**src/rtl/adc_reader_pkg.sv**
```systemverilog
package adc_reader_pkg;
  typedef enum logic [1:0] {
    ST_IDLE,
    ST_LOW,
    ST_HIGH,
    ST_WAIT
  } rd_state_e;
endpackage

```
**src/rtl/adc_tick_gen.sv**
```systemverilog
module adc_tick_gen #(
  parameter int DIV = 2
) (
  input  logic clk_i,
  input  logic rst_ni,
  input  logic run_i,
  output logic tick_o
);
  localparam int DW = (DIV > 1) ? $clog2(DIV) : 1;
  localparam logic [DW-1:0] LAST = DW'(DIV - 1);

  logic [DW-1:0] cnt_q;

  always_ff @(posedge clk_i or negedge rst_ni) begin
    if (!rst_ni)               cnt_q <= '0;
    else if (!run_i)           cnt_q <= '0;
    else if (cnt_q == LAST)    cnt_q <= '0;
    else                       cnt_q <= cnt_q + 1'b1;
  end

  assign tick_o = run_i && (cnt_q == LAST);

  p_tick_gap_r2: assert property (@(posedge clk_i) disable iff (!rst_ni)
    tick_o |=> !tick_o);
endmodule

```
**src/rtl/adc_serial_shift.sv**
```systemverilog
module adc_serial_shift #(
  parameter int ADDR_W = 4,
  parameter int DATA_W = 10
) (
  input  logic              clk_i,
  input  logic              rst_ni,
  input  logic              load_i,
  input  logic [ADDR_W-1:0] addr_i,
  input  logic              rise_i,
  input  logic              fall_i,
  input  logic              sample_en_i,
  input  logic              dout_i,
  output logic              addr_bit_o,
  output logic [DATA_W-1:0] data_o
);
  logic [ADDR_W-1:0] addr_q;
  logic [DATA_W-1:0] data_q;

  always_ff @(posedge clk_i or negedge rst_ni) begin
    if (!rst_ni) begin
      addr_q <= '0;
      data_q <= '0;
    end else if (load_i) begin
      addr_q <= addr_i;
      data_q <= '0;
    end else begin
      if (fall_i) addr_q <= {addr_q[ADDR_W-2:0], 1'b0};
      if (rise_i && sample_en_i) data_q <= {data_q[DATA_W-2:0], dout_i};
    end
  end

  assign addr_bit_o = addr_q[ADDR_W-1];
  assign data_o     = data_q;
endmodule

```
**src/rtl/adc_eoc_wait.sv**
```systemverilog
module adc_eoc_wait #(
  parameter int TIMEOUT = 200
) (
  input  logic clk_i,
  input  logic rst_ni,
  input  logic arm_i,
  input  logic active_i,
  input  logic eoc_i,
  output logic done_o,
  output logic timeout_o
);
  localparam int TW = $clog2(TIMEOUT + 1);

  logic [TW-1:0] cnt_q;
  logic          seen_low_q;

  always_ff @(posedge clk_i or negedge rst_ni) begin
    if (!rst_ni) begin
      cnt_q      <= '0;
      seen_low_q <= 1'b0;
    end else if (arm_i) begin
      cnt_q      <= '0;
      seen_low_q <= 1'b0;
    end else if (active_i) begin
      if (cnt_q != TW'(TIMEOUT)) cnt_q <= cnt_q + 1'b1;
      if (!eoc_i) seen_low_q <= 1'b1;
    end
  end

  assign done_o    = active_i && seen_low_q && eoc_i;
  assign timeout_o = active_i && !done_o && (cnt_q >= TW'(TIMEOUT - 1));

  p_done_after_low_r7: assert property (@(posedge clk_i) disable iff (!rst_ni)
    (active_i && !eoc_i) |=> (done_o || timeout_o || seen_low_q || !active_i));
endmodule

```
**src/rtl/adc_serial_reader.sv**
```systemverilog
module adc_serial_reader
  import adc_reader_pkg::*;
#(
  parameter int DIV         = 2,
  parameter int FRAME_LEN   = 12,
  parameter int EOC_TIMEOUT = 200,
  parameter int CH_W        = 4,
  parameter int DATA_W      = 10
) (
  input  logic              clk_i,
  input  logic              rst_ni,
  input  logic              req_valid_i,
  input  logic [CH_W-1:0]   req_ch_i,
  output logic              busy_o,
  output logic              res_valid_o,
  output logic [DATA_W-1:0] res_data_o,
  output logic [CH_W-1:0]   res_ch_o,
  output logic              timeout_o,
  output logic              cs_no,
  output logic              sclk_o,
  output logic              addr_o,
  input  logic              dout_i,
  input  logic              eoc_i
);
  localparam int CW = $clog2(FRAME_LEN + 1);
  localparam logic [CW-1:0] LAST_FALL = CW'(FRAME_LEN);

  rd_state_e         state_q;
  logic [CW-1:0]     fall_cnt_q;
  logic [CH_W-1:0]   cur_ch_q, prev_ch_q, pend_ch_q;
  logic              pend_q, have_prior_q, timeout_q;
  logic              tick, rise, fall, last_fall, start;
  logic [CH_W-1:0]   start_ch;
  logic              eoc_done, eoc_to;
  logic [DATA_W-1:0] cap_data;

  assign rise      = (state_q == ST_LOW)  && tick;
  assign fall      = (state_q == ST_HIGH) && tick;
  assign last_fall = fall && (fall_cnt_q + 1'b1 == LAST_FALL);
  assign start     = (state_q == ST_IDLE) && (req_valid_i || pend_q);
  assign start_ch  = req_valid_i ? req_ch_i : pend_ch_q;

  adc_tick_gen #(.DIV(DIV)) u_tick (
    .clk_i (clk_i),
    .rst_ni(rst_ni),
    .run_i (state_q == ST_LOW || state_q == ST_HIGH),
    .tick_o(tick)
  );

  adc_serial_shift #(.ADDR_W(CH_W), .DATA_W(DATA_W)) u_shift (
    .clk_i      (clk_i),
    .rst_ni     (rst_ni),
    .load_i     (start),
    .addr_i     (start_ch),
    .rise_i     (rise),
    .fall_i     (fall),
    .sample_en_i(fall_cnt_q < CW'(DATA_W)),
    .dout_i     (dout_i),
    .addr_bit_o (addr_o),
    .data_o     (cap_data)
  );

  adc_eoc_wait #(.TIMEOUT(EOC_TIMEOUT)) u_eoc (
    .clk_i    (clk_i),
    .rst_ni   (rst_ni),
    .arm_i    (last_fall),
    .active_i (state_q == ST_WAIT),
    .eoc_i    (eoc_i),
    .done_o   (eoc_done),
    .timeout_o(eoc_to)
  );

  always_ff @(posedge clk_i or negedge rst_ni) begin
    if (!rst_ni) begin
      state_q      <= ST_IDLE;
      fall_cnt_q   <= '0;
      cur_ch_q     <= '0;
      prev_ch_q    <= '0;
      pend_q       <= 1'b0;
      pend_ch_q    <= '0;
      have_prior_q <= 1'b0;
      timeout_q    <= 1'b0;
      cs_no        <= 1'b1;
      sclk_o       <= 1'b0;
      res_valid_o  <= 1'b0;
      res_data_o   <= '0;
      res_ch_o     <= '0;
    end else begin
      res_valid_o <= 1'b0;
      // single hold slot, newest request wins
      if (state_q != ST_IDLE && req_valid_i) begin
        pend_q    <= 1'b1;
        pend_ch_q <= req_ch_i;
      end
      unique case (state_q)
        ST_IDLE: if (start) begin
          state_q    <= ST_LOW;
          cs_no      <= 1'b0;
          fall_cnt_q <= '0;
          cur_ch_q   <= start_ch;
          pend_q     <= 1'b0;
          timeout_q  <= 1'b0;
        end
        ST_LOW: if (rise) begin
          sclk_o  <= 1'b1;
          state_q <= ST_HIGH;
        end
        ST_HIGH: if (fall) begin
          sclk_o     <= 1'b0;
          fall_cnt_q <= fall_cnt_q + 1'b1;
          if (last_fall) begin
            cs_no        <= 1'b1;
            state_q      <= ST_WAIT;
            res_valid_o  <= have_prior_q;
            res_data_o   <= cap_data;
            res_ch_o     <= prev_ch_q;
            prev_ch_q    <= cur_ch_q;
            have_prior_q <= 1'b1;
          end else begin
            state_q <= ST_LOW;
          end
        end
        ST_WAIT: begin
          if (eoc_done) begin
            state_q <= ST_IDLE;
          end else if (eoc_to) begin
            state_q      <= ST_IDLE;
            timeout_q    <= 1'b1;
            have_prior_q <= 1'b0;
          end
        end
        default: state_q <= ST_IDLE;
      endcase
    end
  end

  assign busy_o    = (state_q != ST_IDLE) || pend_q;
  assign timeout_o = timeout_q;

  p_idle_lines_r1: assert property (@(posedge clk_i) disable iff (!rst_ni)
    (state_q == ST_IDLE) |-> (cs_no && !sclk_o));
  p_cs_fall_clk_low_r1: assert property (@(posedge clk_i) disable iff (!rst_ni)
    $fell(cs_no) |-> !sclk_o);
  p_addr_stable_r3: assert property (@(posedge clk_i) disable iff (!rst_ni)
    sclk_o |-> $stable(addr_o));
  p_frame_len_r2: assert property (@(posedge clk_i) disable iff (!rst_ni)
    fall_cnt_q <= LAST_FALL);
  p_valid_pulse_r5: assert property (@(posedge clk_i) disable iff (!rst_ni)
    res_valid_o |=> !res_valid_o);
  p_timeout_src_r8: assert property (@(posedge clk_i) disable iff (!rst_ni)
    $rose(timeout_o) |-> ($past(state_q) == ST_WAIT));
endmodule

```
**config.mk**
```make
export PLATFORM = sky130hd
export DESIGN_NAME = adc_serial_reader
export DESIGN_NICKNAME = d
export VERILOG_FILES = /design/src/rtl/adc_reader_pkg.sv /design/src/rtl/adc_tick_gen.sv /design/src/rtl/adc_serial_shift.sv /design/src/rtl/adc_eoc_wait.sv /design/src/rtl/adc_serial_reader.sv
export SDC_FILE = /design/constraint.sdc
export NUM_CORES = 1
export LEC_CHECK = 0
export BUFFER_PORTS_ARGS = -buffer_cell sky130_fd_sc_hd__buf_2
export CORE_AREA = 2 2 79 81
export CTS_CLUSTER_SIZE = 30
export DETAILED_ROUTE_END_ITERATION = 12
export DIE_AREA = 0 0 81 83
export PLACE_DENSITY_LB_ADDON = 0.12
export SYNTH_ARGS = -nofsm -noshare
export SYNTH_HDL_FRONTEND = slang
export SYNTH_SLANG_ARGS = --single-unit
```
**constraint.sdc**
```tcl
create_clock -name clk_i -period 1.9 [get_ports clk_i]
set_input_delay 0 -clock clk_i [delete_from_list [all_inputs] [get_ports clk_i]]
set_output_delay 0 -clock clk_i [all_outputs]
set_load 0.01 [all_outputs]
```
==> results of run 1 <==
[critical path: cells and delay by family, from the launching register on]
| kind | cells | cell delay, ns |
|---|---|---|
| AND/OR/NAND/NOR | 1 | 0.51 |
| AO/OA/AOI/OAI | 3 | 0.42 |
| flip-flops | 1 | 0.41 |
| buffers and inverters | 1 | 0.13 |
| adder cells (fa/ha/maj) | 1 | 0.18 |
[cells by family after synthesis]
| family | after synthesis | synth area share (%) |
|---|---|---|
| buf+inv | 19 | 3.78 |
| simple gates | 75 | 12.8 |
| mux | 35 | 14.7 |
| fa+ha+maj | 7 | 3.11 |
| flops | 62 | 55.1 |
| xor+xnor | 4 | 1.24 |
| compound gates | 39 | 9.15 |
[Yosys cell counts, types with 2 or more instances]
cell type / number
a31oi_1: 6
nand2_1: 16
a21oi_1: 7
nor2_1: 30
a22o_1: 5
buf_4: 2
mux2i_1: 13
xor2_1: 3
a21o_1: 3
or3_1: 3
or3b_2: 2
nand3_1: 2
mux2_2: 12
o21ai_0: 9
clkbuf_1: 3
nor2b_1: 6
nand4_1: 6
inv_1: 9
a31o_2: 2
buf_2: 3
a211oi_1: 3
nor3_1: 2
and3_1: 2
mux2_4: 10
ha_1: 7
dfrtp_1: 61
[state kept, by name, summed over array words and instances, names as in the netlist]
register	cells
res_data_o	10
u_shift.data_o	10
u_eoc.cnt_q	8
cur_ch_q	4
fall_cnt_q	4
pend_ch_q	4
prev_ch_q	4
res_ch_o	4
u_shift.addr_q	4
state_q	2
cs_no	1
have_prior_q	1
pend_q	1
res_valid_o	1
sclk_o	1
timeout_o	1
u_eoc.seen_low_q	1
u_tick.cnt_q	1
[stage by stage]
stage / hold slack (ns) / power [uW] / instances
floorplan: -0.296 / 1440 / 241
global placement: 0.0389 / 1500 / 347
detailed placement: 0.0382 / 1500 / 347
CTS: 0.0962 / 2640 / 369
global route: 0.124 / 2720 / 369
finish: 0.105 / 2600 / 369
[final timing paths]
check                            startpoint  slack [ns]            end  depth (start not counted)
max in group asynchronous            rst_ni        1.39          cs_no                          3
worst max register to register   state_q[1]        0.12     state_q[1]                          6
worst min register to register  cur_ch_q[0]        0.48    cur_ch_q[0]                          1
worst max-delay path             state_q[1]        0.12     state_q[1]                          6
min in group asynchronous            rst_ni        0.21  fall_cnt_q[2]                          3
worst min-delay path            req_valid_i        0.10         pend_q                          3
[where the power goes]
| part | leakage [uW] | switching [uW] | internal (uW) | total [uW] |
|---|---|---|---|---|
| clock network | 0.0000952 | 482 | 630 | 1110 |
| registers | 0.000770 | 18.2 | 1350 | 1370 |
| logic | 0.000788 | 59.9 | 56.4 | 116 |
[layout make-up]
class / instances / area share (%)
Clock buffer: 11 / 4.19
Clock inverter: 4 / 1.41
Inverter: 9 / 1.00
Multi-Input combinational cell: 160 / 34.8
Sequential cell: 62 / 46.0
Tap cell: 75 / 2.78
Timing Repair Buffer: 48 / 9.86
[routing by layer]
metal  share of wire [%]  wire (um)  vias to the layer above
li1                    -          -                      941
met3                 3.7        199                       11
met2                  45       2400                       39
met1                  49       2600                      937
met5                   0          0                        -
met4                 2.2        119                        0
[what timing repair did]
item / 4_1_cts / 5_1_grt
gates resized for setup: 0 / 4
hold buffers: 7 / 0
endpoints found under the hold margin: 69 / 0
setup endpoints to repair: 0 / 4
==> impl_results.md, run 1 <==
- Status: complete, no violations
- Synth Flop Type: dfrtp_1
- Die Span X: 81 um
- Initial antenna violation count: 0
- TNS Setup: 0 ns
- Syn Std Cell Area: 2820 um2
- Layout area overhead: 19.9%
- Drt total wl: 5310 um
- Latest clock arrival within the worst-skew pair: 0.33 ns
- Area of the multi-input gates: 1170 um2
- H-tree levels: 3
- Worst Skew: 0.00890 ns
- F_max: 0.562 GHz
- Post-synthesis cell type count: 40
- Max stage delay on crit path: 0.51 ns
- Crit Path Class: flip-flop to flip-flop
- Slew Limit Headroom: 71.9%
- Initial Utilization: 48.4%
- Clock Sinks: 62
- Final core occ: 58.1%
- GRT met2 Usage: 24.9%
- ANT nets after route: 0
- Ratio of cells with drive above 1 in the final layout: 30.3%
- Met3 Use GR: 3.80%
- RSZ-0062 raised after global routing: false
- Final Instance Area: 3380 um2
- Commonest cells after routing, fill and taps aside: dfrtp_1, nor2_1, buf_2, nand2_1, mux2i_1
- Startpoint types: flip-flop
- CTS tree: done
- Maxcap violations: 0
- Vias in the first global route: 1890
- Clk slew on worst S/H paths: 0.06 ns
- GRT Util Overall: 17.5%
- Yosys top cell by area: dfrtp_1
- Post-Syn Area per Cell: 11.7 um2
- Most common cell after layout, fill and taps aside: dfrtp_1
- Die Ht: 83 um
- Critical path peak fanout: 6
- FF+latch count, synth: 62
- CTS Buffer Depth: 2
- Diodes inserted: 0
- Nets@finish: 306
- CTS root buffer: clkbuf_8
- Static leakage: 0.00165 uW
- Via/cell ratio: 5.22
- Period utilization: 93.6%
- Async SR Flop Fraction: 100%
- Setup WS pre-CTS: 0.0390 ns
- Row count: 28
- Post-CTS Setup Repair Bufs: 0
- Post-DP Area: 3100 um2
- Port buffer count: 28
- Storage element area: 1550 um2
- Mapped Nets: 257
- Setup-failing EPs final: 0
- First-pass GRT wire length: 9140 um
- EDFF count, synth: 0
- Slew @ Worst Pin: 0.417 ns
- Slowest-stage cell, CP: or3b_2
- Initial DRC Count: 88
- Top cell type's share of synthesized area: 54.2%
- WL/cell: 14.4 um
- Largest cells by area after synthesis: dfrtp_1, mux2_4, mux2_2
- VDD IR max: 397 uV
- Final Critical Period: 1.78 ns
- Fin. max-slew vios: 0
- Hold Crit Class: input pin to flip-flop
- Routing usage on met1: 25.4%
- Grt peak-use layer: met1
- Final hold vios: 0
- Power per standard cell area: 769 nW/um2
- Setup ws final: 0.121 ns
- Grt ovf: 0
- Syn. warnings: 0
- RePlAce Congestion: 0.797
- Drt pass-1 iters: 4
- Total die area: 6720 um2
- CTS Buf Count: 9
- Top Ports: 29
- Most frequent CP cell: a31oi_1
- Register area share after synthesis: 55.1%
- Via count: 1928
- CP Capture Type: flip-flop
- Core area: 5820 um2
- Cells after synthesis: 241
- CP cell instances: inv_1 -> ha_4 -> or3b_2 -> o221a_2 -> a31oi_1 -> a31oi_1
- DP HPWL: 3560 um
- Worst EP required: 2.09 ns
- DRC Markers: 0
- Largest net degree at the start of global routing: 63
- Fillers: 512
- Critical Path AT: 1.97 ns
Power figures use the tool's default switching activity.
==> inputs of run 2 (changes only) <==
CAP_MARGIN = 10   (was unset)
CORE_AREA = 2 2 73 75   (was 2 2 79 81)
DIE_AREA = 0 0 75 77   (was 0 0 81 83)
==> impl_results.md, run 2 (synthesized netlist as in run 1, its figures left out) <==
- Most common cell after layout, fill and taps aside: dfrtp_1 (unchanged)
- Clk slew on worst S/H paths: 0.06 ns (about the same)
- Fin cells: 363 (was 369)
- Worst Skew: 0.00962 ns (was 0.00890 ns)
- Worst EP required: 2.10 ns (was 2.09 ns)
- Die Ht: 77 um (was 83 um)
- DP HPWL: 3350 um (was 3560 um)
- Seq pwr share: 47.3% (was 52.7%)
- DP Cell Count: 340 (was 347)
- CTS tree: done (unchanged)
- Initial Utilization: 56.6% (was 48.4%)
- CP cell instances: inv_1 -> ha_1 -> or3b_2 -> o221a_2 -> a31oi_1 -> a31oi_1 (was inv_1 -> ha_4 -> or3b_2 -> o221a_2 -> a31oi_1 -> a31oi_1)
- Clock Sinks: 62 (unchanged)
- DRC Markers: 0 (unchanged)
- Reg2reg start: state_q[0] (was state_q[1])
- Core area: 4980 um2 (was 5820 um2)
- Worst Setup SP: state_q[0] (was state_q[1])
- Critical path peak fanout: 5 (was 6)
- VDD IR max: 594 uV (was 397 uV)
- Hold slack final: 0.0897 ns (was 0.105 ns)
- Combinational Power Share: 4.0% (was 4.5%)
- First-pass GRT wire length: 8580 um (was 9140 um)
- Setup-failing EPs final: 0 (unchanged)
- Most frequent CP cell: a31oi_1 (unchanged)
- Critical Path AT: 2.03 ns (was 1.97 ns)
- Hold_sp: req_valid_i (unchanged)
- P_int: 2320 uW (was 2040 uW)
- Final hold vios: 0 (unchanged)
- Clock Power Share: 48.7% (was 42.8%)
- Max stage delay on crit path: 0.52 ns (was 0.51 ns)
- Worst path bufs/invs: 1 (unchanged)
- Slew @ Worst Pin: 0.465 ns (was 0.417 ns)
- CTS root buffer: clkbuf_8 (unchanged)
- Final Instance Area: 3390 um2 (was 3380 um2)
- Die Span X: 75 um (was 81 um)
- CP Capture Type: flip-flop (unchanged)
- Crit-path leading delay family: simple AND/OR/NAND/NOR gates (unchanged)
- Drt pass-1 iters: 4 (unchanged)
- Fin. max-slew vios: 0 (unchanged)
- Row count: 26 (was 28)
- Psw: 575 uW (was 560 uW)
- Grt ovf: 0 (unchanged)
- Initial antenna violation count: 0 (unchanged)
- Ratio of cells with drive above 1 in the final layout: 29.4% (was 30.3%)
- Fillers: 376 (was 512)
- Vias in the first global route: 1792 (was 1890)
- Net Sw Frac: 19.9% (was 21.6%)
- Static leakage: 0.00167 uW (was 0.00165 uW)
- Nets@finish: 304 (was 306)
- Initial DRC Count: 125 (was 88)
- Area of the multi-input gates: 1160 um2 (was 1170 um2)
- F_max: 0.549 GHz (was 0.562 GHz)
- ANT nets after route: 0 (unchanged)
- Total die area: 5780 um2 (was 6720 um2)
- Drt total wl: 5060 um (was 5310 um)
- Final Critical Period: 1.82 ns (was 1.78 ns)
- Maxcap violations: 0 (unchanged)
- Final core occ: 68.1% (was 58.1%)
- Commonest cells after routing, fill and taps aside: dfrtp_1, nor2_1, buf_2, nand2_1, mux2i_1 (unchanged)
- Post-DP Area: 3070 um2 (was 3100 um2)
- Slowest-stage cell, CP: or3b_2 (unchanged)
- Latest clock arrival within the worst-skew pair: 0.34 ns (was 0.33 ns)
- Period utilization: 95.9% (was 93.6%)
- Slew Limit Headroom: 68.9% (was 71.9%)
- WL/cell: 13.9 um (was 14.4 um)
- Layout area overhead: 20.3% (was 19.9%)
- CTS Buf Count: 9 (unchanged)
- Port buffer count: 28 (unchanged)
- RePlAce Congestion: 0.786 (was 0.797)
- GRT Util Overall: 19.9% (was 17.5%)
- Via count: 1865 (was 1928)
- Top Ports: 29 (unchanged)
- Hold Crit Class: input pin to flip-flop (unchanged)
- Via/cell ratio: 5.14 (was 5.22)
- Startpoint types: flip-flop (unchanged)
- Largest net degree at the start of global routing: 63 (unchanged)
- Status: complete, no violations (unchanged)
- Crit Path Class: flip-flop to flip-flop (unchanged)
- Storage element area: 1550 um2 (unchanged)
- H-tree levels: 3 (unchanged)
- Power per standard cell area: 853 nW/um2 (was 769 nW/um2)
- Diodes inserted: 0 (unchanged)
- CTS Buffer Depth: 2 (unchanged)
run 2: through the flow:
step / total power [uW] / TNS, ns / setup slack [ns]
after global routing: 3000 / -0.00250 / -0.00250
after detailed placement: 1500 / 0 / 0.0624
after floorplan: 1440 / 0 / 0.115
final: 2890 / 0 / 0.0782
after global placement: 1500 / 0 / 0.122
after CTS: 2930 / 0 / 0.0470
run 2: repair_timing:
item                                   in CTS  in global routing
gates resized for setup                     0                  1
endpoints found under the hold margin      70                  0
hold buffers                                7                  0
setup endpoints to repair                   0                  2
setup buffers                               0                  0
run 2: worst register-to-register path: stages, from the launching register on:
cell	delay, ns
dfrtp_1	0.42
inv_1	0.12
ha_1	0.22
or3b_2	0.52
o221a_2	0.18
a31oi_1	0.18
a31oi_1	0.06
run 2: final cells by class:
type                       count  share of cell area, %
clock buffer                  11                   4.17
inverter                       9                  0.997
clock inverter                 5                   3.14
tap                           70                   2.58
multi-input combinational    160                   34.3
sequential                    62                   45.8
timing repair buffer          46                   9.01
run 2: power groups by stage:
| stage | sequential [uW] | combinational, uW | clock, uW |
|---|---|---|---|
| final | 1370 | 117 | 1410 |
| after global routing | 1370 | 132 | 1500 |
| after CTS | 1370 | 119 | 1450 |
| after detailed placement | 1390 | 108 | 0 |
| after global placement | 1390 | 105 | 0 |
| after floorplan | 1400 | 44.3 | 0 |
run 2: path summary, 6_finish.rpt:
kind | depth (start not counted) | end | slack [ns]
hold reg to reg | 2 | cur_ch_q[2] | 0.50
max in group asynchronous | 3 | cs_no | 1.42
min in group asynchronous | 3 | fall_cnt_q[3] | 0.19
setup / recovery | 6 | state_q[1] | 0.08
setup reg to reg | 6 | state_q[1] | 0.08
hold / removal | 3 | pend_q | 0.09
run 2: metal layers:
metal,global-route usage (%),up-vias,routed length (um)
li1,-,936,-
met1,28.1,889,2460
met2,28.5,34,2330
met3,5.12,6,192
met4,9.11,0,74
met5,0,-,0
